$ cat src/rtl/cap_timer.sv
module cap_timer #(
  parameter int CW   = 16,
  parameter int DIVW = 6
) (
  input  logic          clk,
  input  logic          rst_n,
  input  logic          wr_en,
  input  logic [2:0]    wr_addr,
  input  logic [CW-1:0] wr_data,
  input  logic [1:0]    cap_in,
  output logic [CW-1:0] count,
  output logic [CW-1:0] cap0,
  output logic [CW-1:0] cap1,
  output logic [1:0]    cap_flag,
  output logic          ovf_flag,
  output logic [1:0]    irq_cap,
  output logic          irq_ovf
);
  localparam logic [2:0] MAX_SHIFT = 3'(DIVW);

  logic [2:0]      ps;
  logic            stop, ovf_ie;
  logic [CW-1:0]   mod;
  logic [1:0]      esel [2];
  logic [1:0]      ch_ie;
  logic [DIVW-1:0] pre;
  logic [1:0]      s1, s2, s3;
  logic [CW-1:0]   cap_r [2];

  wire wr_ctl = wr_en && wr_addr == 3'd0;
  wire wr_clr = wr_en && wr_addr == 3'd4;
  wire cnt_clr = wr_ctl && wr_data[5];
  wire [1:0] clr_cap = wr_clr ? wr_data[1:0] : 2'b00;
  wire clr_ovf = wr_clr && wr_data[2];

  wire [2:0] shift = (ps > MAX_SHIFT) ? MAX_SHIFT : ps;
  wire [DIVW-1:0] mask = ~({DIVW{1'b1}} << shift);
  wire tick = !stop && ((pre & mask) == mask);
  wire ovf_set = tick && count == mod && !cnt_clr;

  wire [1:0] rise = s2 & ~s3;
  wire [1:0] fall = ~s2 & s3;
  logic [1:0] hit;
  always_comb
    for (int i = 0; i < 2; i++)
      hit[i] = (esel[i][0] & rise[i]) | (esel[i][1] & fall[i]);

  always_ff @(posedge clk or negedge rst_n) begin
    if (!rst_n) begin
      ps <= '0; stop <= 1'b0; ovf_ie <= 1'b0; mod <= '1; ch_ie <= '0;
      esel[0] <= '0; esel[1] <= '0;
    end else if (wr_en) begin
      case (wr_addr)
        3'd0: begin ps <= wr_data[2:0]; stop <= wr_data[4]; ovf_ie <= wr_data[6]; end
        3'd1: mod <= wr_data;
        3'd2: begin esel[0] <= wr_data[1:0]; ch_ie[0] <= wr_data[2]; end
        3'd3: begin esel[1] <= wr_data[1:0]; ch_ie[1] <= wr_data[2]; end
        default: ;
      endcase
    end
  end

  always_ff @(posedge clk or negedge rst_n) begin
    if (!rst_n) begin
      pre <= '0; count <= '0; ovf_flag <= 1'b0;
    end else begin
      if (cnt_clr) pre <= '0;
      else if (!stop) pre <= pre + 1'b1;
      if (cnt_clr) count <= '0;
      else if (tick) count <= (count == mod) ? '0 : count + 1'b1;
      ovf_flag <= ovf_set | (ovf_flag & ~clr_ovf);
    end
  end

  always_ff @(posedge clk or negedge rst_n) begin
    if (!rst_n) begin
      s1 <= '0; s2 <= '0; s3 <= '0; cap_flag <= '0;
      cap_r[0] <= '0; cap_r[1] <= '0;
    end else begin
      s1 <= cap_in; s2 <= s1; s3 <= s2;
      for (int i = 0; i < 2; i++) begin
        if (hit[i]) cap_r[i] <= count;
        cap_flag[i] <= hit[i] | (cap_flag[i] & ~clr_cap[i]);
      end
    end
  end

  assign cap0 = cap_r[0];
  assign cap1 = cap_r[1];
  assign irq_cap = cap_flag & ch_ie;
  assign irq_ovf = ovf_flag & ovf_ie;


  stop_hold_chk: assert property (@(posedge clk) disable iff (!rst_n)
    (stop && !cnt_clr) |=> $stable(count));

  wrap_zero_chk: assert property (@(posedge clk) disable iff (!rst_n)
    (tick && count == mod && !cnt_clr) |=> (count == '0 && ovf_flag));

  set_wins_chk: assert property (@(posedge clk) disable iff (!rst_n)
    (ovf_set && clr_ovf) |=> ovf_flag);

  w1c_ovf_chk: assert property (@(posedge clk) disable iff (!rst_n)
    (clr_ovf && !ovf_set) |=> !ovf_flag);

  cap0_load_chk: assert property (@(posedge clk) disable iff (!rst_n)
    hit[0] |=> (cap0 == $past(count) && cap_flag[0]));

  cap1_load_chk: assert property (@(posedge clk) disable iff (!rst_n)
    hit[1] |=> (cap1 == $past(count) && cap_flag[1]));
endmodule

$ cat config.mk
export PLATFORM = sky130hd
export DESIGN_NAME = cap_timer
export DESIGN_NICKNAME = d
export VERILOG_FILES = /design/src/rtl/cap_timer.sv
export SDC_FILE = /design/constraint.sdc
export NUM_CORES = 1
export LEC_CHECK = 0
export BUFFER_PORTS_ARGS = -buffer_cell sky130_fd_sc_hd__buf_2
export CORE_ASPECT_RATIO = 2
export CORE_MARGIN = 10
export CORE_UTILIZATION = 55
export DETAILED_ROUTE_END_ITERATION = 6
export PLACE_DENSITY = 0.83
export SYNTH_ARGS = -nofsm -noshare
export SYNTH_HDL_FRONTEND = slang
export SYNTH_SLANG_ARGS = --single-unit
export TNS_END_PERCENT = 20
$ cat constraint.sdc
create_clock -name clk -period 4.4 [get_ports clk]
set_input_delay 0.44 -clock clk [delete_from_list [all_inputs] [get_ports clk]]
set_output_delay 0.44 -clock clk [all_outputs]
set_load 0.03 [all_outputs]
==> impl_metrics.csv, run 1 <==
group,metric,value,unit
status,outcome,"completed",
global_routing,grtUsageMet1,0.173,
detailed_routing,drt_iter0_markers,183,
logic_synthesis,netlist_instances,310,
logic_synthesis,synth-seq-cells,90,
setup_path,r2r-start,"pre[2]",
global_routing,busiest_layer,"met2",
clock_tree,clock_sinks,90,
finish,mostFrequentLayoutCell,"buf_2",
setup_path,cp-end-kind,"flop",
power_and_ir_drop,p_per_area,553,nW/um2
finish,area_growth,19.9,%
logic_synthesis,synth_fa_ha_area_frac,0.00638,
clock_tree,clkLatencyLatePin,340,ps
clock_tree,hold_buffers,0,
floorplanning,die_area,11100,um2
clock_tree,root_buffer,"clkbuf_16",
finish,fin_area,4700,um2
detailed_routing,wire_per_inst,19.7,um
floorplanning,num_io_pins,78,
setup_path,required,4560,ps
detailed_routing,dr.pass1.iters,6,
power_and_ir_drop,ir_worst_vdd,0.000362,V
placed_design,io_buffers,77,
power_and_ir_drop,clkPwrFrac,0.317,
setup_path,critPathBufInv,0,
floorplanning,core,6940,um2
timing,tns,0,ps
logic_synthesis,synth_area_per_cell,12.6,um2
global_routing,grt_use_met3,0.0523,
global_routing,antenna_found_initial,0,
clock_tree,cts-resized-gates,0,
logic_synthesis,muxShareOfSynthArea,0.175,
setup_path,regToRegEndpoint,"count[7]",
power_and_ir_drop,seq_power_share,0.445,
detailed_routing,drc,0,
logic_synthesis,synth_top_family_by_area,"multiplexers",
detailed_routing,ant_nets,0,
logic_synthesis,ys.flop_type,"dfrtp_1",
setup_path,cp_top_family,"compound AO/OA/AOI/OAI gates",
setup_path,critical_path_class,"flop to flop",
global_routing,grtUsageMet2,0.326,
power_and_ir_drop,power_switching,0.844,mW
run,cap_violations,0,
floorplanning,die_y,139,um
clock_tree,cts_tree,"done",
clock_tree,h-tree-depth,3,
logic_synthesis,synth_edf_count,0,
timing,fmax,397,MHz
clock_tree,clockBufferDepth,2,
detailed_routing,finalWirelength,9.48,mm
global_routing,grt_start_max_net_pins,52,
finish,mostFrequentLayoutCells,"buf_2, dfrtp_1, mux2_2",
logic_synthesis,synth_warnings,0,
clock_tree,postCtsSetupBuffers,0,
setup_path,cpMaxStageDelayCell,"o31ai_2",
power_and_ir_drop,swShare,0.324,
timing,post-route-min-period,2520,ps
finish,drive_gt1_frac,0.444,
setup_path,cp.depth,5,
logic_synthesis,synth.net_count,336,
setup_path,path_max_fanout,16,
timing,slew_headroom,0.191,
timing,drv_slew,0,
timing,rsz0062_at_grt,"false",
timing,worst_pin_slew,1210,ps
placed_design,routabilityCongestion,0.846,
detailed_routing,via_per_inst,5.79,
logic_synthesis,synth_simple_gate_area_share,0.111,
finish,fin_nets,413,
logic_synthesis,ys_seq_area_frac,0.579,
power_and_ir_drop,p_int,1.76,mW
logic_synthesis,syn_area,3920,um2
placed_design,dp.final_hpwl,6.88,mm
setup_path,crit_arrival,2680,ps
power_and_ir_drop,p_comb_frac,0.238,
min_path,hp-class,"input port to async pin",
placed_design,post_dp_cell_area,4380,um2
timing,finClkSkew,4.47,ps
logic_synthesis,synthDistinctLibCells,37,
setup_path,slowest_delay,1010,ps
clock_tree,cts_buffers,9,
timing,period_share,0.573,
setup_path,reg2reg_depth,5,
global_routing,grt_pass1_vias,3005,
timing,setup_violations,0,
setup_path,r2r_slack,1880,ps
setup_path,path_cells,"nand2_1, o311ai_1, nand3_1, o31ai_2, a21oi_1",
floorplanning,die_width,79.7,um
global_routing,grt_pass1_wl,15.3,mm
logic_synthesis,synthXorXnorAreaFrac,0.0491,
floorplanning,fp-row-count,43,
finish,antenna_cells,0,
setup_path,cp-start-kind,"flop",
floorplanning,start_util,0.565,
timing,hold_violations,0,
global_routing,grt.total_usage,0.177,
detailed_routing,vias,2791,
logic_synthesis,synth_compound_area_frac,0.0600,
global_routing,gr-total-overflow,0,
clock_tree,clk_pin_slew,60,ps
logic_synthesis,synthArstFlopShare,1.00,
power_and_ir_drop,p_leak,2.24,nW
## final cells by class
class,count,area (um2)
clock inverters,4,75.1
clock buffers,12,246
flip-flops and latches,90,2270
repair buffers,79,403
well taps,90,113
inverters,4,15.0
fillers,519,2240
multi-input cells,203,1580
## worst max-delay path by stage
stage / to / slack [ps] / startpoint
4_1_cts: count[7] / 1850 / pre[2]
6_report: count[7] / 1880 / pre[2]
3_3_place_gp: count[15] / 1870 / wr_addr[1]
3_5_place_dp: count[13] / 1730 / wr_addr[1]
5_1_grt: count[0] / 1690 / pre[2]
2_1_floorplan: count[12] / 2330 / count[0]
## power by group through the flow
stage	clock, mW	combinational, mW	sequential [mW]
2_1_floorplan	0	0.324	1.25
4_1_cts	0.838	0.627	1.16
3_5_place_dp	0	0.615	1.17
3_3_place_gp	0	0.593	1.16
5_1_grt	0.869	0.675	1.18
6_report	0.825	0.618	1.16
## synthesized netlist by cell type (6+ instances only)
library cell	n	area (um2)
or3_1	7	43.8
a21oi_1	15	75.1
nand2_1	23	86.3
clkbuf_1	9	33.8
nand3_1	6	30.0
nor2_1	12	45.0
mux2_2	59	664
xor2_1	21	184
o21ai_1	8	40.0
dfstp_2	16	420
dfrtp_1	74	1850
or4_1	7	52.6
o31ai_1	7	52.6
## registers in the layout (all words and copies together), names as in the netlist
register and count:
ch_ie 2, s1 2, count 16, s3 2, ovf_flag 1, cap1 16
cap0 16, s2 2, ovf_ie 1, mod 16, stop 1, cap_flag 2
pre 6, ps 3, esel 4
## kinds of logic (layout without fill, tap and decap cells)
kind of cell,count (synthesis),after routing
adders and majority gates,2,2
AOI/OAI and AO/OA,38,38
and+or+nand+nor,80,80
DFF,90,90
muxes,61,61
buffers and inverters,17,99
xor gates and xnor gates,22,22
## stage by stage
| stage | setup slack, ps | utilization | hold slack, ps | power, mW | cells |
|---|---|---|---|---|---|
| finish | 1880 | 0.678 | 78.6 | 2.60 | 482 |
| global route | 1690 | 0.678 | 109 | 2.72 | 482 |
| CTS | 1850 | 0.678 | 84.3 | 2.62 | 482 |
| detailed placement | 1730 | 0.631 | 339 | 1.78 | 466 |
| global placement | 1870 | 0.631 | 332 | 1.75 | 466 |
| floorplan | 2330 | - | 144 | 1.57 | 310 |
## layer usage
| metal | routed length (um) | part of all wire | vias to the layer above |
|---|---|---|---|
| met1 | 3310 | 0.35 | 1440 |
| met3 | 493 | 0.052 | 14 |
| met4 | 165 | 0.017 | 0 |
| met2 | 5510 | 0.58 | 79 |
| li1 | - | - | 1258 |
| met5 | 0 | 0 | - |
## worst reg2reg max path, stage by stage (launching register included)
cell and delay, ps:
dfrtp_1 470, nand2_1 90, o311ai_1 420, nand3_1 220, o31ai_2 1010, a21oi_1 130
No activity file was read; power rests on OpenSTA's default activity.
==> run 2, diff against run 1 <==
--- a/config.mk
+++ b/config.mk
@@ -5,12 +5,13 @@
 export SDC_FILE = /design/constraint.sdc
 export NUM_CORES = 1
 export LEC_CHECK = 0
+export ABC_AREA = 1
 export BUFFER_PORTS_ARGS = -buffer_cell sky130_fd_sc_hd__buf_2
 export CORE_ASPECT_RATIO = 2
 export CORE_MARGIN = 10
-export CORE_UTILIZATION = 55
+export CORE_UTILIZATION = 50
 export DETAILED_ROUTE_END_ITERATION = 6
-export PLACE_DENSITY = 0.83
+export PLACE_DENSITY = 0.79
 export SYNTH_ARGS = -nofsm -noshare
 export SYNTH_HDL_FRONTEND = slang
 export SYNTH_SLANG_ARGS = --single-unit
==> constraint.sdc (replaced) <==
create_clock -name clk -period 2 [get_ports clk]
set_input_delay 0.2 -clock clk [delete_from_list [all_inputs] [get_ports clk]]
set_output_delay 0.2 -clock clk [all_outputs]
set_load 0.03 [all_outputs]
==> impl_metrics.csv, run 2 <==
group,metric,value,unit
status,outcome,"completed",
floorplanning,die_y,150,um
finish,multiInputGateArea,1670,um2
clock_tree,cts-resized-gates,0,
power_and_ir_drop,p_comb_frac,0.242,
timing,finClkSkew,4.04,ps
global_routing,grt.total_usage,0.171,
timing,tns,0,ps
finish,drive_gt1_frac,0.245,
placed_design,routabilityCongestion,0.928,
logic_synthesis,ys_top_cells_by_count,"nand2_1, dfrtp_1, o21ai_0, inv_1, nor2_1",
placed_design,io_buffers,77,
finish,antenna_cells,0,
power_and_ir_drop,p_per_area,1080,nW/um2
clock_tree,clock_sinks,90,
clock_tree,postCtsSetupBuffers,0,
clock_tree,clk_pin_slew,60,ps
logic_synthesis,synth_area_per_cell,8.52,um2
power_and_ir_drop,p_leak,2.72,nW
clock_tree,root_buffer,"clkbuf_16",
timing,worst_pin_slew,513,ps
detailed_routing,dr.pass1.iters,5,
power_and_ir_drop,p_int,3.58,mW
timing,fmax,579,MHz
global_routing,grt_start_max_net_pins,53,
detailed_routing,wire_per_inst,15.6,um
detailed_routing,finalWirelength,10.5,mm
setup_path,path_max_fanout,8,
setup_path,critical_path_class,"flop to flop",
finish,ff_latch_area,2270,um2
clock_tree,hold_buffers,3,
detailed_routing,via_per_inst,5.25,
detailed_routing,drc,0,
global_routing,grt_pass1_wl,17.9,mm
finish,nFillCells,716,
logic_synthesis,synth.net_count,525,
logic_synthesis,syn_area,4250,um2
logic_synthesis,ys.flop_type,"dfrtp_1",
detailed_routing,vias,3561,
logic_synthesis,synth_edf_count,0,
clock_tree,clockBufferDepth,2,
power_and_ir_drop,total_power,5.42,mW
detailed_routing,ant_nets,0,
setup_path,cp-end-kind,"flop",
clock_tree,h-tree-depth,3,
floorplanning,core,8290,um2
logic_synthesis,synth.most_common_cell,"nand2_1",
timing,whs,87.1,ps
logic_synthesis,synthDistinctLibCells,33,
timing,post-route-min-period,1730,ps
clock_tree,cts_tree,"done",
logic_synthesis,synth-seq-cells,90,
logic_synthesis,ys_top_cells_by_area,"dfrtp_1, nand2_1, dfstp_2, o21ai_0, inv_1",
floorplanning,start_util,0.513,
timing,rsz0062_at_grt,"false",
detailed_routing,drt_iter0_markers,320,
logic_synthesis,ys_seq_area_frac,0.534,
logic_synthesis,netlist_instances,499,
finish,mostFrequentLayoutCells,"nand2_1, buf_2, dfrtp_1",
floorplanning,fp-row-count,47,
floorplanning,die_area,12800,um2
global_routing,antenna_found_initial,0,
global_routing,grt_pass1_vias,3624,
power_and_ir_drop,swShare,0.340,
logic_synthesis,yosysTopAreaCellShare,0.436,
finish,fin_nets,601,
power_and_ir_drop,seq_power_share,0.444,
logic_synthesis,synth_warnings,0,
power_and_ir_drop,clkPwrFrac,0.314,
setup_path,required,2230,ps
floorplanning,num_io_pins,78,
clock_tree,clkLatencyLatePin,340,ps
run,cap_violations,0,
floorplanning,die_width,85.2,um
finish,mostFrequentLayoutCell,"nand2_1",
timing,period_share,0.864,
placed_design,dp.final_hpwl,7.89,mm
placed_design,place_inst,659,
power_and_ir_drop,power_switching,1.84,mW
setup_path,cp-start-kind,"flop",
timing,drv_slew,0,
logic_synthesis,yosysTopAreaCell,"dfrtp_1",
finish,area_growth,18.5,%
timing,hold_violations,0,
clock_tree,cts_buffers,9,
finish,final_cells,678,
setup_path,crit_arrival,1960,ps
min_path,hp-class,"input port to flop",
power_and_ir_drop,ir_worst_vdd,0.000688,V
timing,setup_violations,0,
timing,slew_headroom,0.658,
global_routing,gr-total-overflow,0,
logic_synthesis,synthArstFlopShare,1.00,
run 2: logic make-up (layout without fill, tap and decap cells):
logic type | Yosys count | in the layout | share of synthesized area
DFF | 90 | 90 | 0.534
AOI/OAI and AO/OA | 66 | 66 | 0.0777
and+or+nand+nor | 242 | 242 | 0.253
xor gates and xnor gates | 18 | 18 | 0.0371
buffers and inverters | 75 | 156 | 0.0756
adders and majority gates | 2 | 2 | 0.00588
muxes | 6 | 6 | 0.0159
run 2: path summary, 6_finish.rpt:
| path | from | to | slack (ps) | depth (start not counted) |
|---|---|---|---|---|
| min | wr_data[14] | mod[14] | 90 | 2 |
| max in group asynchronous | rst_n | cap1[8] | 980 | 3 |
| min reg2reg | s1[0] | s2[0] | 350 | 0 |
| min in group asynchronous | rst_n | ps[0] | 370 | 2 |
| max reg2reg | count[0] | count[8] | 270 | 8 |
| max | count[0] | count[8] | 270 | 8 |
run 2: metrics by stage:
| step | worst slack (ps) | utilization | cell area, um2 |
|---|---|---|---|
| 3_5_place_dp | 326 | 0.567 | 4700 |
| 6_report | 273 | 0.607 | 5040 |
| 4_1_cts | 309 | 0.607 | 5040 |
| 2_1_floorplan | 354 | - | 4250 |
| 3_3_place_gp | 458 | 0.567 | 4700 |
| 5_1_grt | 66.1 | 0.607 | 5040 |
run 2: final cells by class:
cell class / instances / share of cell area
Clock buffer: 10 / 0.0475
Tap cell: 98 / 0.0243
Multi-Input combinational cell: 334 / 0.331
Inverter: 56 / 0.0422
Clock inverter: 6 / 0.0127
Sequential cell: 90 / 0.451
Timing Repair Buffer: 84 / 0.0914
run 2: power by group through the flow:
stage | clock (mW) | sequential (mW) | combinational, mW
finish | 1.70 | 2.41 | 1.31
global route | 1.80 | 2.45 | 1.47
CTS | 1.73 | 2.40 | 1.32
detailed placement | 0 | 2.43 | 1.31
global placement | 0 | 2.41 | 1.28
floorplan | 0 | 2.59 | 0.734
run 2: critical path, cell delays in order (launching register included):
cell and delay, ps:
dfrtp_1 480, ha_1 270, nand2_1 110, nor2_1 280
nand2_1 130, xor2_1 160, inv_1 50, nand4_1 90
nand2_1 50
run 2: routing by layer:
metal,track usage,up-vias,wire length (um)
met2,0.295,108,5570
li1,-,1743,-
met1,0.190,1683,3960
met5,0,-,0
met4,0.0894,0,350
met3,0.0395,27,663
==> run 3, diff against run 2 <==
--- a/config.mk
+++ b/config.mk
@@ -11,6 +11,7 @@
 export CORE_MARGIN = 10
 export CORE_UTILIZATION = 50
 export DETAILED_ROUTE_END_ITERATION = 6
+export MAX_ROUTING_LAYER = met4
 export PLACE_DENSITY = 0.79
 export SYNTH_ARGS = -nofsm -noshare
 export SYNTH_HDL_FRONTEND = slang
==> impl_metrics.csv, run 3 (synthesis gave the netlist of run 2 again) <==
group,metric,value,unit
setup_path,r2r-start,"count[0]",
floorplanning,die_width,85.2,um
setup_path,cp-start-kind,"flop",
timing,fmax,604,MHz
min_path,hp-start,"wr_data[12]",
placed_design,io_buffers,77,
detailed_routing,finalWirelength,10.3,mm
global_routing,grt_pass1_vias,3590,
setup_path,crit_start,"count[0]",
finish,fin_nets,603,
detailed_routing,via_per_inst,5.27,
detailed_routing,dr.pass1.iters,4,
finish,mostFrequentLayoutCell,"nand2_1",
detailed_routing,drt_iter0_markers,259,
setup_path,crit_arrival,1890,ps
detailed_routing,wire_per_inst,15.1,um
placed_design,place_inst,661,
clock_tree,root_buffer,"clkbuf_16",
power_and_ir_drop,p_leak,2.74,nW
setup_path,critPathBufInv,1,
run,cap_violations,0,
timing,worst_pin_slew,365,ps
finish,drive_gt1_frac,0.246,
finish,area_growth,19.4,%
status,outcome,"completed",
timing,drv_slew,0,
setup_path,critical_path_class,"flop to flop",
power_and_ir_drop,p_per_area,1090,nW/um2
setup_path,path_max_fanout,8,
floorplanning,die_y,150,um
clock_tree,h-tree-depth,3,
timing,rsz0062_at_grt,"false",
min_path,hp-class,"input port to flop",
timing,fin_ws,343,ps
detailed_routing,vias,3586,
global_routing,grt_pass1_wl,17.1,mm
setup_path,crit_top_cell,"nand2_1",
placed_design,routabilityCongestion,0.929,
setup_path,cp-end-kind,"flop",
detailed_routing,drc,0,
finish,mostFrequentLayoutCells,"nand2_1, buf_2, dfrtp_1",
global_routing,grt_start_max_net_pins,48,
clock_tree,clkLatencyLatePin,350,ps
timing,hold_violations,0,
placed_design,place_ws,354,ps
detailed_routing,ant_nets,0,
floorplanning,num_io_pins,78,
global_routing,gr-total-overflow,0,
global_routing,antenna_found_initial,0,
global_routing,grt.total_usage,0.168,
timing,finClkSkew,8.67,ps
clock_tree,cts-resized-gates,0,
timing,post-route-min-period,1660,ps
placed_design,dp.final_hpwl,7.83,mm
timing,period_share,0.828,
clock_tree,clockBufferDepth,2,
timing,slew_headroom,0.757,
setup_path,cpMaxStageDelayCell,"dfrtp_1",
finish,nFillCells,728,
clock_tree,clock_sinks,90,
clock_tree,clk_pin_slew,60,ps
finish,antenna_cells,0,
clock_tree,cts_buffers,9,
finish,final_cells,680,
floorplanning,start_util,0.513,
timing,tns,0,ps
setup_path,required,2240,ps
floorplanning,die_area,12800,um2
setup_path,path_cells,"ha_1, nand2_1, nor2_1, nand2_1, xor2_1, inv_1, nand4_1, nand2_1",
power_and_ir_drop,ir_worst_vdd,0.000796,V
setup_path,cp_top_family,"simple AND/OR/NAND/NOR gates",
clock_tree,cts_tree,"done",
floorplanning,core,8290,um2
timing,setup_violations,0,
floorplanning,fp-row-count,47,
setup_path,slowest_delay,480,ps
-- run 3: worst paths after layout --
| path | to | cells past startpoint | slack, ps |
|---|---|---|---|
| max | count[8] | 8 | 340 |
| min | mod[12] | 3 | 80 |
| max reg2reg | count[8] | 8 | 340 |
| min reg2reg | s2[1] | 0 | 350 |
| max in group asynchronous | mod[8] | 3 | 1070 |
| min in group asynchronous | ovf_ie | 2 | 280 |
-- run 3: repair_timing --
action,CTS,global route
hold buffers,3,0
setup buffers,0,0
endpoints found under the hold margin,20,0
-- run 3: worst register-to-register path, cell delays in order, from the launching register on --
cell and delay [ps]:
dfrtp_1 480, ha_1 270, nand2_1 90, nor2_1 260, nand2_1 110, xor2_1 150, inv_1 60, nand4_1 80
nand2_1 50
-- run 3: layout make-up --
class / count / area (um2) / share of cell area
clock inverter: 5 / 85.1 / 0.0168
clock buffer: 11 / 243 / 0.0478
tap: 98 / 123 / 0.0242
timing repair buffer: 86 / 475 / 0.0937
inverter: 56 / 213 / 0.0419
sequential: 90 / 2270 / 0.448
multi-input combinational: 334 / 1670 / 0.328
-- run 3: per-stage QoR --
step	util	total power [mW]	area (um2)	hold WS, ps
3_3_place_gp	0.569	3.69	4720	92.4
4_1_cts	0.612	5.58	5080	79.1
2_1_floorplan	-	3.33	4250	-95.6
5_1_grt	0.612	5.84	5080	86.6
3_5_place_dp	0.569	3.74	4720	96.0
6_report	0.612	5.53	5080	80.6
-- run 3: where the power goes --
part | switching, mW | internal (mW) | leakage, nW
combinational | 0.877 | 0.426 | 1.44
clock | 0.695 | 1.13 | 0.156
sequential | 0.245 | 2.15 | 1.14
-- run 3: per-layer routing --
layer	part of all wire	up-vias	track usage
li1	-	1744	-
met1	0.38	1698	0.178
met2	0.52	117	0.274
met3	0.065	27	0.0482
met4	0.036	0	0.0919
met5	0	-	-
